### config.mk
export PLATFORM = sky130hd
export DESIGN_NAME = circ_addr_gen
export DESIGN_NICKNAME = d
export VERILOG_FILES = /design/src/rtl/dag_pkg.sv /design/src/rtl/dag_regbank.sv /design/src/rtl/dag_wrap.sv /design/src/rtl/dag_out_stage.sv /design/src/rtl/circ_addr_gen.sv
export SDC_FILE = /design/constraint.sdc
export NUM_CORES = 2
export LEC_CHECK = 0
export BUFFER_PORTS_ARGS = -buffer_cell sky130_fd_sc_hd__buf_2
export CAP_MARGIN = 40
export CORE_MARGIN = 2
export CORE_UTILIZATION = 50
export CTS_CLUSTER_DIAMETER = 80
export DETAILED_ROUTE_END_ITERATION = 7
export PLACE_DENSITY = 0.65
export SLEW_MARGIN = 20
export SYNTH_ARGS = -nofsm -noshare
export SYNTH_HDL_FRONTEND = slang
export SYNTH_HIERARCHICAL = 1
export SYNTH_SLANG_ARGS = --single-unit
export TNS_END_PERCENT = 5
### constraint.sdc
create_clock -name clk -period 10.8 [get_ports clk]
set_clock_uncertainty 0.05 [all_clocks]
set_input_delay 1.08 -clock clk [delete_from_list [all_inputs] [get_ports clk]]
set_output_delay 1.08 -clock clk [all_outputs]
set_load 0.02 [all_outputs]
### src/rtl/dag_pkg.sv
package dag_pkg;
  typedef enum logic [1:0] {
    RK_INDEX  = 2'd0,
    RK_MODIFY = 2'd1,
    RK_LENGTH = 2'd2,
    RK_BASE   = 2'd3
  } reg_kind_e;
endpackage

### src/rtl/dag_regbank.sv
module dag_regbank
  import dag_pkg::*;
#(
  parameter int AW    = 32,
  parameter int NSETS = 8,
  localparam int SW   = $clog2(NSETS)
) (
  input  logic          clk,
  input  logic          rst,
  input  logic          bank,
  input  logic          wr_en,
  input  logic [SW-1:0] wr_set,
  input  reg_kind_e     wr_kind,
  input  logic [AW-1:0] wr_data,
  input  logic [SW-1:0] rd_set,
  input  reg_kind_e     rd_kind,
  output logic [AW-1:0] rd_data,
  input  logic [SW-1:0] a_iset,
  input  logic [SW-1:0] a_mset,
  output logic [AW-1:0] a_idx,
  output logic [AW-1:0] a_mod,
  output logic [AW-1:0] a_len,
  output logic [AW-1:0] a_base,
  input  logic          upd_en,
  input  logic [SW-1:0] upd_set,
  input  logic [AW-1:0] upd_val
);
  localparam int NB = 2;

  logic [AW-1:0] r_idx  [NB][NSETS];
  logic [AW-1:0] r_mod  [NB][NSETS];
  logic [AW-1:0] r_len  [NB][NSETS];
  logic [AW-1:0] r_base [NB][NSETS];

  for (genvar b = 0; b < NB; b++) begin : g_bank
    for (genvar s = 0; s < NSETS; s++) begin : g_set
      logic hit_wr, hit_upd;
      assign hit_wr  = wr_en && (bank == 1'(b)) && (wr_set == SW'(s));
      assign hit_upd = upd_en && (bank == 1'(b)) && (upd_set == SW'(s));

      always_ff @(posedge clk) begin
        if (rst) begin
          r_idx[b][s]  <= '0;
          r_mod[b][s]  <= '0;
          r_len[b][s]  <= '0;
          r_base[b][s] <= '0;
        end else begin
          if (hit_wr && wr_kind == RK_MODIFY) r_mod[b][s]  <= wr_data;
          if (hit_wr && wr_kind == RK_LENGTH) r_len[b][s]  <= wr_data;
          if (hit_wr && wr_kind == RK_BASE)   r_base[b][s] <= wr_data;
          if (hit_wr && (wr_kind == RK_INDEX || wr_kind == RK_BASE))
            r_idx[b][s] <= wr_data;
          else if (hit_upd)
            r_idx[b][s] <= upd_val;
        end
      end
    end
  end

  always_comb begin
    unique case (rd_kind)
      RK_INDEX:  rd_data = r_idx[bank][rd_set];
      RK_MODIFY: rd_data = r_mod[bank][rd_set];
      RK_LENGTH: rd_data = r_len[bank][rd_set];
      default:   rd_data = r_base[bank][rd_set];
    endcase
  end

  assign a_idx  = r_idx[bank][a_iset];
  assign a_mod  = r_mod[bank][a_mset];
  assign a_len  = r_len[bank][a_iset];
  assign a_base = r_base[bank][a_iset];
endmodule

### src/rtl/dag_wrap.sv
module dag_wrap #(
  parameter int AW = 32
) (
  input  logic [AW-1:0] idx,
  input  logic [AW-1:0] mdf,
  input  logic [AW-1:0] len,
  input  logic [AW-1:0] bse,
  output logic [AW-1:0] stepped
);
  localparam int EW = AW + 2;

  logic signed [EW-1:0] sum, lo, hi, ext_len;

  always_comb begin
    ext_len = signed'({2'b00, len});
    sum     = signed'({2'b00, idx}) + signed'({{2{mdf[AW-1]}}, mdf});
    lo      = signed'({2'b00, bse});
    hi      = lo + ext_len;
    if (len == '0)
      stepped = sum[AW-1:0];
    else if (sum >= hi)
      stepped = AW'(sum - ext_len);
    else if (sum < lo)
      stepped = AW'(sum + ext_len);
    else
      stepped = sum[AW-1:0];
  end
endmodule

### src/rtl/dag_out_stage.sv
module dag_out_stage #(
  parameter int AW = 32
) (
  input  logic          clk,
  input  logic          rst,
  input  logic          in_valid,
  output logic          in_ready,
  input  logic [AW-1:0] in_addr,
  input  logic          in_brev,
  output logic          out_valid,
  input  logic          out_ready,
  output logic [AW-1:0] out_addr
);
  logic [AW-1:0] mirrored, chosen;

  for (genvar k = 0; k < AW; k++) begin : g_rev
    assign mirrored[AW-1-k] = in_addr[k];
  end

  assign chosen   = in_brev ? mirrored : in_addr;
  assign in_ready = !out_valid || out_ready;

  always_ff @(posedge clk) begin
    if (rst) begin
      out_valid <= 1'b0;
      out_addr  <= '0;
    end else if (in_ready) begin
      out_valid <= in_valid;
      if (in_valid) out_addr <= chosen;
    end
  end
endmodule

### src/rtl/circ_addr_gen.sv
module circ_addr_gen
  import dag_pkg::*;
#(
  parameter int AW    = 32,
  parameter int NSETS = 8,
  localparam int SW   = $clog2(NSETS)
) (
  input  logic          clk,
  input  logic          rst,
  input  logic          bank_sel,
  input  logic          wr_en,
  input  logic [SW-1:0] wr_set,
  input  logic [1:0]    wr_kind,
  input  logic [AW-1:0] wr_data,
  input  logic [SW-1:0] rd_set,
  input  logic [1:0]    rd_kind,
  output logic [AW-1:0] rd_data,
  input  logic          acc_valid,
  output logic          acc_ready,
  input  logic [SW-1:0] acc_iset,
  input  logic [SW-1:0] acc_mset,
  input  logic          acc_pre,
  input  logic          acc_brev,
  output logic          out_valid,
  input  logic          out_ready,
  output logic [AW-1:0] out_addr
);
  logic [AW-1:0] a_idx, a_mod, a_len, a_base, nxt_idx, emit;
  logic          taken;

  assign taken = acc_valid && acc_ready;
  assign emit  = acc_pre ? nxt_idx : a_idx;

  dag_regbank #(.AW(AW), .NSETS(NSETS)) u_regs (
    .clk     (clk),
    .rst     (rst),
    .bank    (bank_sel),
    .wr_en   (wr_en),
    .wr_set  (wr_set),
    .wr_kind (reg_kind_e'(wr_kind)),
    .wr_data (wr_data),
    .rd_set  (rd_set),
    .rd_kind (reg_kind_e'(rd_kind)),
    .rd_data (rd_data),
    .a_iset  (acc_iset),
    .a_mset  (acc_mset),
    .a_idx   (a_idx),
    .a_mod   (a_mod),
    .a_len   (a_len),
    .a_base  (a_base),
    .upd_en  (taken && !acc_pre),
    .upd_set (acc_iset),
    .upd_val (nxt_idx)
  );

  dag_wrap #(.AW(AW)) u_wrap (
    .idx     (a_idx),
    .mdf     (a_mod),
    .len     (a_len),
    .bse     (a_base),
    .stepped (nxt_idx)
  );

  dag_out_stage #(.AW(AW)) u_out (
    .clk       (clk),
    .rst       (rst),
    .in_valid  (acc_valid),
    .in_ready  (acc_ready),
    .in_addr   (emit),
    .in_brev   (acc_brev),
    .out_valid (out_valid),
    .out_ready (out_ready),
    .out_addr  (out_addr)
  );
endmodule

==> metrics.yaml <==
pwr:
  power.density_cell_area_nw_per_um2: 191
  share_seq_of_total_power: 0.378
  total_switching_power_mw: 9.17
  power.combinational.fraction: 0.328
  power.switching_fraction: 0.360
  p_clk_frac: 0.294
  design_power_total_mw: 25.4
  cellInternalPower_mw: 16.3
  p_leak_nw: 46.9
  irDropWorstVdd_mv: 0.217
setup_path:
  crit_fanout: 40
  worstSetupEndpointType: "flop"
  r2r_setup_slack_ps: 1410
  worstRegToRegCells: 33
  cp-start-kind: "primary input"
  timing.critical_path.max_delay_family: "compound AO/OA/AOI/OAI gates"
  crit_path_top_delay_cell: "sky130_fd_sc_hd__mux4_2"
  worst-endpoint-required_ps: 11510
  cp_slowest_stage_delay_ps: 720
  regToRegStartpoint: "u_regs/r_len[1][0]$_SDFFCE_PN0P_"
  critPathMostFrequentCell: "sky130_fd_sc_hd__a21o_1"
  setup.worst_path.class: "in2reg"
  worst_ep_arrival_time_ps: 10440
  timing.rr.end: "u_out/out_addr[22]$_SDFFE_PP0P_"
  critPathBufInv: 4
logic_synthesis:
  postSynth.topFlopCell: "sky130_fd_sc_hd__edfxtp_1"
  syn_area_um2: 121000
  synth_most_common_cell: "sky130_fd_sc_hd__edfxtp_1"
  postSynthAreaPerCell_um2: 14.6
  yosys.cell_types.count: 101
  yosys_warnings: 6
  syn-num-nets: 8510
  syn_inst: 8264
  synth_area_leaders: "sky130_fd_sc_hd__edfxtp_1 51%, sky130_fd_sc_hd__mux4_2 21%, sky130_fd_sc_hd__and2_1 8.1%, sky130_fd_sc_hd__a22o_1 4.0%, sky130_fd_sc_hd__clkbuf_1 1.9%"
  synth_top_cells_by_count: "2,048 x sky130_fd_sc_hd__edfxtp_1, 1,553 x sky130_fd_sc_hd__and2_1, 1,110 x sky130_fd_sc_hd__mux4_2"
  post_synth_edffs: 2048
  most_area_hungry_cell_type_in_the_yosys_netlist: "sky130_fd_sc_hd__edfxtp_1"
  async_flop_share: 0
  synth-seq-cells: 2081
  yosys.area.top_type_share: 0.510
  synth.yosys.seq_area_share: 0.516
clock_tree:
  clk_pin_slew_ps: 60
  htreeDepth: 4
  cts_repair_resize_count: 0
  cts_buffers: 222
  cts_hold_repair.buffers: 0
  tritoncts: "done"
  cts.sink_count: 2081
  post-cts-setup-buffers: 0
  clk_tree_root_cell: "sky130_fd_sc_hd__clkbuf_16"
  max-clock-path-buffers: 3
  clock_insertion_delay_worst_skew_ps: 920
placed_design:
  detailed_placement_hpwl_mm: 283
  post_dp_cell_area_um2: 126000
  place_congestion: 1.02
  port-buffer-count: 121
drt:
  wirelength_mm: 481
  vias_per_cell: 7.39
  post_drt_antenna_nets: 0
  drt_first_pass_iters: 8
  post-route-drc-count: 3
  post_drt_wl_per_cell_um: 41.9
  first_iter_violations: 15000
  routed-via-count: 84900
global_route:
  grt_util_all_layers: 0.388
  grt_antenna_before_repair: 52
  global_route_wire_length_before_repair_mm: 653
  grt_overflow_total: 0
  first_global_vias: 82200
  grt_start_max_net_pins: 99
floorplanning:
  area_enclosed_by_the_die_boundary_um2: 245000
  pin_count: 122
  initial_core_util: 0.502
  width_of_the_die_um: 495
  die_h_um: 495
  placementRows: 180
  core-area_um2: 240000
sta:
  setup_viol: 0
  finalSetupTns_ps: 0
  relSlewSlack: 0.265
  worst_pin_slew_ps: 1090
  timing_hold_violations_final: 0
  timing.hold.ws_ps: 413
  post-route-min-period_ps: 9730
  post-route-period-util: 0.901
  unrepaired_setup_endpoints_after_global_routing: "no"
  fmax_mhz: 103
  final-max-slew-violation-count: 0
run:
  cap_viol_max_count: 0
worst_hold_path:
  min-delay-start: "rst"
  worst_hold_path.num_cells: 2
  path_class_of_the_lowest_slack_min_delay_path: "in2reg"
  holdPathEnd: "u_out/out_valid$_SDFFE_PP0P_"
cells_and_area:
  postLayoutCellArea_um2: 133000
  ff_latch_area_um2: 62200
  multiInputGateArea_um2: 54800
  drive_gt1_frac: 0.267
  final_nets: 8348
  syn_to_final_growth_pct: 10.3
  fill_cells: 19100
run_status:
  outcome: "finished, violations left"
  violated_checks: "design-rule violations"
[worst max-delay path by stage]
stage                  start                               to  slack (ps)  cells past startpoint
floorplan           bank_sel    u_regs/r_idx[0][31]$_DFFE_PP_        1890                     36
global placement    bank_sel   u_out/out_addr[8]$_SDFFE_PP0P_         210                     32
detailed placement  bank_sel  u_out/out_addr[22]$_SDFFE_PP0P_         570                     34
CTS                 bank_sel  u_out/out_addr[22]$_SDFFE_PP0P_        1410                     34
global route        bank_sel  u_out/out_addr[29]$_SDFFE_PP0P_         770                     31
finish              bank_sel  u_out/out_addr[22]$_SDFFE_PP0P_        1070                     34
[cells by family after synthesis]
family / after synthesis / synth area share
buffers and inverters: 1048 / 0.0380
and+or+nand+nor: 2129 / 0.104
AOI/OAI and AO/OA: 1419 / 0.0905
xor gates and xnor gates: 84 / 0.00610
DFF: 2081 / 0.516
muxes: 1311 / 0.225
adders and majority gates: 192 / 0.0201
[flip-flops by register name, indices dropped and copies added, names as in the netlist]
signal / count
u_out/out_valid: 1
u_regs/r_idx: 512
u_out/out_addr: 32
u_regs/r_base: 512
u_regs/r_len: 512
u_regs/r_mod: 512
[power by group through the flow]
stage / registers (mW) / clock network, mW / logic (mW)
floorplan: 9.69 / 0 / 5.01
CTS: 9.60 / 7.49 / 7.94
finish: 9.62 / 7.48 / 8.34
global placement: 9.73 / 0 / 7.77
global route: 9.65 / 7.79 / 8.62
detailed placement: 9.76 / 0 / 7.90
[cell type report]
type,instances,share of cell area
antenna,26,0.000489
clock buffer,293,0.0447
clock inverter,112,0.00754
inverter,113,0.00319
multi-input combinational,5135,0.412
sequential,2081,0.467
tap,3185,0.0300
timing repair buffer,549,0.0347
[cells in the final DEF (no fill, tap or decap), drive strengths merged, types with 116 or more instances in the layout]
| master | count |
|---|---|
| a21oi | 215 |
| ha | 186 |
| a21o | 116 |
| mux4 | 1110 |
| a22oi | 129 |
| buf | 549 |
| inv | 118 |
| mux2i | 159 |
| a22o | 546 |
| and2 | 1555 |
| edfxtp | 2048 |
| nor2 | 205 |
| clkbuf | 293 |
[metrics by stage]
stage / setup slack [ps] / util / std cells
2_1_floorplan: 1890 / - / 8264
3_3_place_gp: 213 / 0.520 / 11000
5_1_grt: 768 / 0.554 / 11500
3_5_place_dp: 565 / 0.523 / 11000
4_1_cts: 1410 / 0.552 / 11400
6_report: 1070 / 0.554 / 11500
[layer usage]
layer / GRT usage / vias up / wire length (µm)
li1: - / 32300 / -
met1: 0.495 / 43400 / 165000
met2: 0.564 / 7391 / 206000
met3: 0.156 / 1785 / 76200
met4: 0.219 / 42 / 33800
met5: 0 / - / 312
(Power assumes the default switching activity.)
